--- config.mk ---
export PLATFORM = sky130hd
export DESIGN_NAME = pix_lane_framer
export DESIGN_NICKNAME = d
export VERILOG_FILES = /design/src/rtl/framer_pkg.sv /design/src/rtl/framer_align.sv /design/src/rtl/framer_parity.sv /design/src/rtl/framer_pack.sv /design/src/rtl/framer_seq.sv /design/src/rtl/framer_shift.sv /design/src/rtl/pix_lane_framer.sv
export SDC_FILE = /design/constraint.sdc
export NUM_CORES = 1
export LEC_CHECK = 0
export BUFFER_PORTS_ARGS = -buffer_cell sky130_fd_sc_hd__buf_4
export CORE_UTILIZATION = 45
export CTS_BUF_LIST = sky130_fd_sc_hd__clkbuf_4 sky130_fd_sc_hd__clkbuf_8
export DETAILED_ROUTE_END_ITERATION = 12
export PLACE_DENSITY = 0.68
export SETUP_SLACK_MARGIN = 0.1
export SYNTH_ARGS = -nofsm -noshare
export SYNTH_HDL_FRONTEND = slang
export SYNTH_SLANG_ARGS = --single-unit
--- constraint.sdc ---
create_clock -name clk -period 1.7 [get_ports clk]
set_clock_uncertainty 0.15 [all_clocks]
set_input_delay 0.085 -clock clk [delete_from_list [all_inputs] [get_ports clk]]
set_output_delay 0.085 -clock clk [all_outputs]
set_load 0.01 [all_outputs]
--- src/rtl/framer_pkg.sv ---
package framer_pkg;
  localparam int PIX_W     = 18;
  localparam int SEQ_W     = 2;
  localparam int NUM_LANES = 2;
  localparam int LANE_BITS = 12;
  localparam int TX_BITS   = NUM_LANES * LANE_BITS;
  localparam int SLOT_W    = $clog2(LANE_BITS);
  // lane 1 payload after sequence, DE and parity; lane 0 payload after HS, VS
  localparam int HI_W      = LANE_BITS - SEQ_W - 2;
  localparam int LO_W      = LANE_BITS - 2;

  typedef logic [LANE_BITS-1:0] lane_word_t;
endpackage

--- src/rtl/framer_align.sv ---
module framer_align
  import framer_pkg::*;
#(
  parameter int COLOR_W = 18
) (
  input  logic [COLOR_W-1:0] color_in,
  output logic [PIX_W-1:0]   color_out
);
  generate
    if (COLOR_W >= PIX_W) begin : g_full
      assign color_out = color_in[COLOR_W-1 -: PIX_W];
    end else begin : g_narrow
      // narrow colour sits at the top, low bits tied to zero
      assign color_out = {color_in, {(PIX_W-COLOR_W){1'b0}}};
    end
  endgenerate
endmodule

--- src/rtl/framer_parity.sv ---
module framer_parity
  import framer_pkg::*;
(
  input  logic [PIX_W-1:0] color,
  input  logic             hs,
  input  logic             vs,
  input  logic             de,
  output logic             par
);
  // odd parity over colour and strobes
  assign par = ~(^{color, hs, vs, de});
endmodule

--- src/rtl/framer_pack.sv ---
module framer_pack
  import framer_pkg::*;
(
  input  logic [PIX_W-1:0]                color,
  input  logic                            hs,
  input  logic                            vs,
  input  logic                            de,
  input  logic                            par,
  input  logic [SEQ_W-1:0]                fseq,
  output lane_word_t [NUM_LANES-1:0]      words
);
  // bit LANE_BITS-1 of each word is sent first
  assign words[1] = {fseq, de, par, color[PIX_W-1 -: HI_W]};
  assign words[0] = {hs, vs, color[LO_W-1:0]};
endmodule

--- src/rtl/framer_seq.sv ---
module framer_seq
  import framer_pkg::*;
(
  input  logic             clk,
  input  logic             rst,
  input  logic             run,
  input  logic             adv,
  output logic [SEQ_W-1:0] fseq
);
  always_ff @(posedge clk) begin
    if (rst || !run) fseq <= '0;
    else if (adv)    fseq <= fseq + 1'b1;
  end

  p_seq_step_r4: assert property (@(posedge clk) disable iff (rst)
    (!$past(rst) && $past(run && adv)) |-> fseq == $past(fseq) + 1'b1);

  p_seq_restart_r5: assert property (@(posedge clk) disable iff (rst)
    !$past(run) |-> fseq == '0);
endmodule

--- src/rtl/framer_shift.sv ---
module framer_shift
  import framer_pkg::*;
(
  input  logic                       clk,
  input  logic                       rst,
  input  logic                       run,
  input  lane_word_t [NUM_LANES-1:0] words,
  output logic                       take,
  output logic [NUM_LANES-1:0]       lanes,
  output logic                       sof
);
  localparam int LAST = LANE_BITS - 1;

  logic              act;
  logic [SLOT_W-1:0] slot;

  assign take = run && (!act || slot == SLOT_W'(LAST));

  always_ff @(posedge clk) begin
    if (rst || !run) begin
      act  <= 1'b0;
      slot <= '0;
      sof  <= 1'b0;
    end else if (take) begin
      act  <= 1'b1;
      slot <= '0;
      sof  <= 1'b1;
    end else begin
      slot <= slot + 1'b1;
      sof  <= 1'b0;
    end
  end

  genvar ln;
  generate
    for (ln = 0; ln < NUM_LANES; ln++) begin : g_lane
      lane_word_t sh;
      always_ff @(posedge clk) begin
        if (rst || !run) begin
          sh        <= '0;
          lanes[ln] <= 1'b0;
        end else if (take) begin
          lanes[ln] <= words[ln][LAST];
          sh        <= {words[ln][LAST-1:0], 1'b0};
        end else begin
          lanes[ln] <= sh[LAST];
          sh        <= {sh[LAST-1:0], 1'b0};
        end
      end
    end
  endgenerate

  p_slot_bound_r2: assert property (@(posedge clk) disable iff (rst)
    act |-> slot <= SLOT_W'(LAST));

  p_sof_spacing_r2: assert property (@(posedge clk) disable iff (rst)
    sof |=> !sof);

  p_odd_parity_r6: assert property (@(posedge clk) disable iff (rst)
    take |-> (^{words[1][LANE_BITS-SEQ_W-1:0], words[0]}) == 1'b1);

  p_idle_quiet_r1: assert property (@(posedge clk) disable iff (rst)
    ($past(rst) || !$past(run)) |-> (lanes == '0 && !sof));
endmodule

--- src/rtl/pix_lane_framer.sv ---
module pix_lane_framer
  import framer_pkg::*;
#(
  parameter int COLOR_W = 18
) (
  input  logic               clk,
  input  logic               rst,
  input  logic               link_en,
  input  logic [COLOR_W-1:0] pix_color,
  input  logic               pix_hs,
  input  logic               pix_vs,
  input  logic               pix_de,
  output logic               pix_take,
  output logic               lane0,
  output logic               lane1,
  output logic               frame_start
);
  logic [PIX_W-1:0]           color18;
  logic                       par;
  logic [SEQ_W-1:0]           fseq;
  lane_word_t [NUM_LANES-1:0] words;
  logic [NUM_LANES-1:0]       lanes;
  logic                       take;

  framer_align #(.COLOR_W(COLOR_W)) u_align (
    .color_in (pix_color),
    .color_out(color18)
  );

  framer_parity u_par (
    .color(color18), .hs(pix_hs), .vs(pix_vs), .de(pix_de), .par(par)
  );

  framer_seq u_seq (
    .clk(clk), .rst(rst), .run(link_en), .adv(take), .fseq(fseq)
  );

  framer_pack u_pack (
    .color(color18), .hs(pix_hs), .vs(pix_vs), .de(pix_de),
    .par(par), .fseq(fseq), .words(words)
  );

  framer_shift u_shift (
    .clk(clk), .rst(rst), .run(link_en), .words(words),
    .take(take), .lanes(lanes), .sof(frame_start)
  );

  assign pix_take = take;
  assign lane0    = lanes[0];
  assign lane1    = lanes[1];
endmodule

==> flow_metrics.tcl, run 1 <==
set metrics [dict create \
    drive_above_1_share_pct 27.1 \
    yosysMostFrequentCell "nand2_1" \
    timing_worst_setup_path_type "reg2out" \
    drc_errors 0 \
    hpwl_um 1890 \
    synth_top_area_share_pct 50.9 \
    ys_types 18 \
    intPower_uw 1150 \
    ys_seq_elements 32 \
    synth_area_per_cell_um2 8.62 \
    pwr-share-clk_pct 26.8 \
    die_h_um 54.9 \
    cts_root_buffer "clkbuf_4" \
    area_growth_pct 53.4 \
    antenna_found_initial 0 \
    combinationalPowerShare_pct 22.3 \
    required_ps 1460 \
    syn-cell-area_mm2 0.00126 \
    utilization_pct 75.2 \
    io_pins 28 \
    clk_latency_ps 330 \
    crit_path_max_fanout 2 \
    first_iter_violations 22 \
    cts_buffers 5 \
    dr.pass1.iters 4 \
    switching_share_pct 26.0 \
    yosys.area.top_type "dfxtp_1" \
    grt_max_degree 21 \
    port_buffers 27 \
    power.switching_uw 403 \
    hp-class "in2reg" \
    synth_commonest_cells "43 x nand2_1, 32 x dfxtp_1, 22 x a21oi_1" \
    avgRoutedWirePerCell_um 14.0 \
    end_kind "primary output" \
    synth_enable_flop_cells 0 \
    clock_sinks 32 \
    fill_cells 196 \
    design_area_mm2 0.00193 \
    p_seq_share_pct 50.9 \
    maxCapViolations 0 \
    p_leak_uw 0.000884 \
    synthArstFlopShare_pct 0 \
    p_per_area_mw_per_mm2 803 \
    finalSetupViolCount 0 \
    nNetsFinal 232 \
    start_util_pct 49.0 \
    syn_inst 146 \
    tritoncts "done" \
    maxSlewViolCount 0 \
    rows 18 \
    place.gp.congestion 0.774 \
    finalCritPeriodShare_pct 95.6 \
    setup_tns_ps 0 \
    rsz0062_at_grt "yes" \
    status "finished, final reports clean" \
    seq_area_frac_synth_pct 50.9 \
    synth_flop_cell "dfxtp_1" \
    worstPathArrival_ps 1390 \
    worst_slew_pin_slew_ps 327 \
    ir_drop_mv 0.739 \
    synth.area.top_cells "dfxtp_1 51%, nand2_1 13%, xnor2_1 11%" \
    vias 1180 \
    drt-total-wl_um 3320 \
    coreArea_mm2 0.00257 \
    slew_headroom_pct 78.2 \
    h-tree-depth 2 \
    dpl_cell_area_mm2 0.00150 \
    routed_via_density 4.98 \
    ant_nets 0 \
    start_kind "flip-flop" \
    r2r-start "u_shift.slot[0]" \
    die_area_mm2 0.00301 \
    diodes 0 \
    overflow 0 \
    synthesis.nets 171 \
    cts.clk_slew.worst_paths_ps 90 \
    hold_viol 0 \
    grt_pass1_wl_um 4770 \
    grt_pass1_vias 1110 \
    grt.total_usage_pct 24.1 \
    min_period_ps 1630 \
    startpoint "u_shift.slot[0]" \
    min_from "rst" \
    holdWs_ps 64.0 \
    max_freq_mhz 615 \
    clk_path_buf_depth 2 \
    p_total_uw 1550 \
    ys_warn_count 0 \
    dieWidth_um 54.9 \
]
## worst max-delay path, stage by stage, from the launching register on
cell     delay, ps
dfxtp_2        380
ha_4           160
nand2_4         60
o21ai_4        140
buf_6          130
nand2_4         50
inv_2           50
buf_6           90
## power by group through the flow
stage               Sequential (µW)  Clock, µW  Combinational [µW]
floorplan                       804          0                 173
global placement                804          0                 258
detailed placement              805          0                 268
CTS                             788        417                 324
global route                    792        457                 370
finish                          789        416                 346
## sequential cells by signal, summed over array words and instances, names as in the netlist
| signal | count |
|---|---|
| u_shift.act | 1 |
| u_shift.g_lane.sh | 22 |
| u_shift.slot | 4 |
| u_shift.lanes | 2 |
| u_seq.fseq | 2 |
| u_shift.sof | 1 |
## kinds of logic (layout without fill, tap and decap cells)
logic type | after synthesis | in the layout | share of synthesized area (%)
XOR/XNOR | 23 | 23 | 17.1
buffers and inverters | 10 | 71 | 3.18
AND/OR/NAND/NOR | 55 | 55 | 17.7
adder cells (fa/ha/maj) | 1 | 1 | 0.994
flip-flops | 32 | 32 | 50.9
AO/OA/AOI/OAI | 25 | 25 | 10.1
## through the flow
stage,cells,setup slack (ps)
3_5_place_dp,200,83.0
4_1_cts,235,103
5_1_grt,237,5.31
6_report,237,74.5
3_3_place_gp,200,190
2_1_floorplan,146,189
## placed cells by master, fill, tap and decap left out
cell type       synthesis  layout
nand2_1                43      41
buf_4                   0      32
dfxtp_1                32      30
a21oi_1                22      22
dlygate4sd3_1           0      18
xnor2_1                16      14
buf_6                   0       8
xor2_1                  6       6
clkbuf_4                0       6
dlymetal6s4s_1          0       4
nor2_1                  3       3
nor3_1                  3       3
and3_1                  3       3
nand2_4                 0       2
nand3_1                 2       2
xnor2_2                 0       2
dfxtp_2                 0       2
o21a_1                  1       1
o21ai_4                 0       1
nand2b_1                1       1
inv_1                   2       1
inv_2                   0       1
xnor3_1                 1       1
o21ai_0                 2       1
ha_4                    0       1
clkinv_2                0       1
## layer usage
metal	up-vias	share of wire, %	track usage (%)
met1	542	40	26.1
met3	12	5.1	5.83
met5	-	0	0
met2	37	52	42.6
met4	0	2.9	12.8
li1	589	-	-
## worst paths after layout
kind | endpoint | slack [ps] | cells after the start
setup reg to reg | u_seq.fseq[1] | 120 | 8
setup / recovery | pix_take | 70 | 7
hold reg to reg | u_shift.g_lane[0].sh[11] | 290 | 2
hold / removal | u_shift.g_lane[0].sh[11] | 60 | 3
## final cells by class
type	instances	area [µm²]	area share, %
Timing Repair Buffer	62	561	29.0
Sequential cell	32	643	33.3
Clock buffer	6	45.0	2.33
Clock inverter	1	5.00	0.259
Tap cell	30	37.5	1.94
Multi-Input combinational cell	104	632	32.7
Inverter	2	7.51	0.389
## what timing repair did
action,CTS,global route
pin swaps,3,7
setup endpoints to repair,3,15
setup buffers,6,2
gates cloned,0,0
resized for setup,12,13
hold buffers,22,0
endpoints found under the hold margin,22,0
Note: power is estimated with default switching activity, not from simulation.
==> inputs of run 2 (changes only) <==
--- a/config.mk
+++ b/config.mk
@@ -7,2 +7,3 @@
 export LEC_CHECK = 0
+export ABC_CLOCK_PERIOD_IN_PS = 1700
 export BUFFER_PORTS_ARGS = -buffer_cell sky130_fd_sc_hd__buf_4
==> constraint.sdc (replaced) <==
create_clock -name clk -period 1.7 [get_ports clk]
set_clock_uncertainty 0.15 [all_clocks]
set_input_delay 0.255 -clock clk [delete_from_list [all_inputs] [get_ports clk]]
set_output_delay 0.255 -clock clk [all_outputs]
set_load 0.01 [all_outputs]
==> run 2 against run 1 <==
Clock power increased by 15%. Sequential share of layout area grew 5.8 points. Sequential power hardly changed. Highest routed layer unchanged.
==> flow_metrics.tcl, run 2 (synthesis results as in run 1) <==
set metrics [dict create \
    status "finished, final reports clean" \
    hpwl_um 1850 \
    slew_headroom_pct 83.4 \
    die_area_mm2 0.00301 \
    max_freq_mhz 607 \
    holdWs_ps 20.6 \
    min_path_cells 2 \
    worstRegToRegCells 7 \
    p_total_uw 1540 \
    avgRoutedWirePerCell_um 12.2 \
    r2r-start "u_shift.slot[1]" \
    combinationalPowerShare_pct 17.9 \
    start_kind "flip-flop" \
    port_buffers 27 \
    required_ps 1290 \
    grt.total_usage_pct 20.5 \
    layout_common_cells "41 x nand2_1, 37 x buf_4, 30 x dfxtp_1, 22 x a21oi_1, 16 x xnor2_1" \
    start_util_pct 49.0 \
    antenna_found_initial 0 \
    timing_worst_setup_path_type "reg2out" \
    dr.pass1.iters 3 \
    cts.clk_slew.worst_paths_ps 100 \
    power.switching_uw 371 \
    hp-class "in2reg" \
    grt_pass1_vias 1023 \
    pwr-share-clk_pct 31.0 \
    ant_nets 0 \
    rows 18 \
    area_growth_pct 30.6 \
    fin_cells 214 \
    ir_drop_mv 0.766 \
    finalSetupViolCount 0 \
    clk_path_buf_depth 2 \
    cts_buffers 5 \
    clk_latency_ps 330 \
    regToRegSetupSlack_ps 190 \
    die_h_um 54.9 \
    p_leak_uw 0.000714 \
    diodes 0 \
    drt-total-wl_um 2610 \
    first_iter_violations 14 \
    crit_end "pix_take" \
    rsz0062_at_grt "yes" \
    end_kind "primary output" \
    maxSlewViolCount 0 \
    grt_max_degree 17 \
    dpl_cell_area_mm2 0.00151 \
    switching_share_pct 24.0 \
    p_seq_share_pct 51.1 \
    crit_path_max_fanout 2 \
    intPower_uw 1170 \
    io_pins 28 \
    cts_root_buffer "clkbuf_4" \
    final_common_cell "nand2_1" \
    grt_pass1_wl_um 4160 \
    finalCritPeriodShare_pct 97.0 \
    maxCapViolations 0 \
    largest_reg_flops 22 \
    drive_above_1_share_pct 29.3 \
    startpoint "u_shift.slot[1]" \
    overflow 0 \
    p_per_area_mw_per_mm2 938 \
    routed_via_density 4.86 \
    tritoncts "done" \
    clock_sinks 32 \
    vias 1040 \
    regMostFlops "u_shift.g_lane.sh" \
    slowest_stage "dfxtp_2" \
    dieWidth_um 54.9 \
    worstPathArrival_ps 1240 \
    reg_top3 "u_shift.g_lane.sh x22, u_shift.slot x4" \
    drc_errors 0 \
    coreArea_mm2 0.00257 \
    nNetsFinal 208 \
    r2r-end "u_shift.g_lane[1].sh[5]" \
    h-tree-depth 2 \
    design_area_mm2 0.00164 \
    setup_tns_ps 0 \
    hold_viol 0 \
    placed_cells 201 \
    slowest_delay_ps 360 \
    worst_slew_pin_slew_ps 247 \
    min_period_ps 1650 \
    worstPathCellList "ha_4 -> nand2_2 -> o21ai_2 -> nand2_2 -> inv_2 -> buf_6" \
    place.gp.congestion 0.710 \
    worst_path_most_repeated_cell "nand2_2" \
]
-- run 2: cell types whose count changed in the layout (fill, tap and decap cells not counted), moves of 2 or more --
| cell | before | now |
|---|---|---|
| buf_4 | 32 | 37 |
| buf_6 | 8 | 1 |
| dlygate4sd3_1 | 18 | 0 |
| dlymetal6s4s_1 | 4 | 0 |
| nand2_2 | 0 | 2 |
| nand2_4 | 2 | 0 |
| xnor2_1 | 14 | 16 |
| xnor2_2 | 2 | 0 |
-- run 2: routing by layer --
layer / vias up / track usage [%] / routed length (µm)
met5: - / 0 / 0
li1: 540 / - / -
met3: 2 / 5.83 / 115
met2: 24 / 34.7 / 1290
met1: 474 / 23.2 / 1180
met4: 0 / 10.3 / 19
-- run 2: timing repair --
item	CTS	global route
endpoints found under the setup margin	1	16
pin swaps	3	1
hold buffers	0	0
buffers inserted	5	0
gates resized for setup	9	1
-- run 2: worst min-delay path by stage --
stage / from / endpoint / slack (ps)
after floorplan: pix_color[9] / u_shift.g_lane[0].sh[10] / 250
after global placement: u_shift.g_lane[0].sh[8] / u_shift.g_lane[0].sh[9] / 270
after detailed placement: u_shift.g_lane[0].sh[8] / u_shift.g_lane[0].sh[9] / 280
after CTS: pix_color[0] / u_shift.g_lane[0].sh[1] / 20
after global routing: pix_color[0] / u_shift.g_lane[0].sh[1] / 20
final: pix_color[0] / u_shift.g_lane[0].sh[1] / 20
-- run 2: final cells by class --
type	instances	area [µm²]
timing repair buffer	38	289
fill	235	923
sequential	32	643
tap	30	37.5
multi-input combinational	104	601
inverter	2	7.51
clock buffer	8	66.3
-- run 2: worst max-delay path: cells and delay by family (launching register included) --
kind | cells | cell delay [ps]
DFF | 1 | 360
AOI/OAI and AO/OA | 1 | 160
buffers and inverters | 2 | 150
adders and majority gates | 1 | 140
and+or+nand+nor | 2 | 140
-- run 2: through the flow --
step	worst slack [ps]	util [%]
2_1_floorplan	173	-
3_3_place_gp	43.2	58.9
3_5_place_dp	4.72	58.9
4_1_cts	16.4	64.0
5_1_grt	-34.1	64.0
6_report	51.2	64.0
-- run 2: power groups by stage --
stage / logic, µW / clock network (µW) / registers [µW]
floorplan: 173 / 0 / 804
global placement: 260 / 0 / 804
detailed placement: 270 / 0 / 805
CTS: 279 / 488 / 788
global route: 309 / 535 / 791
finish: 277 / 478 / 788
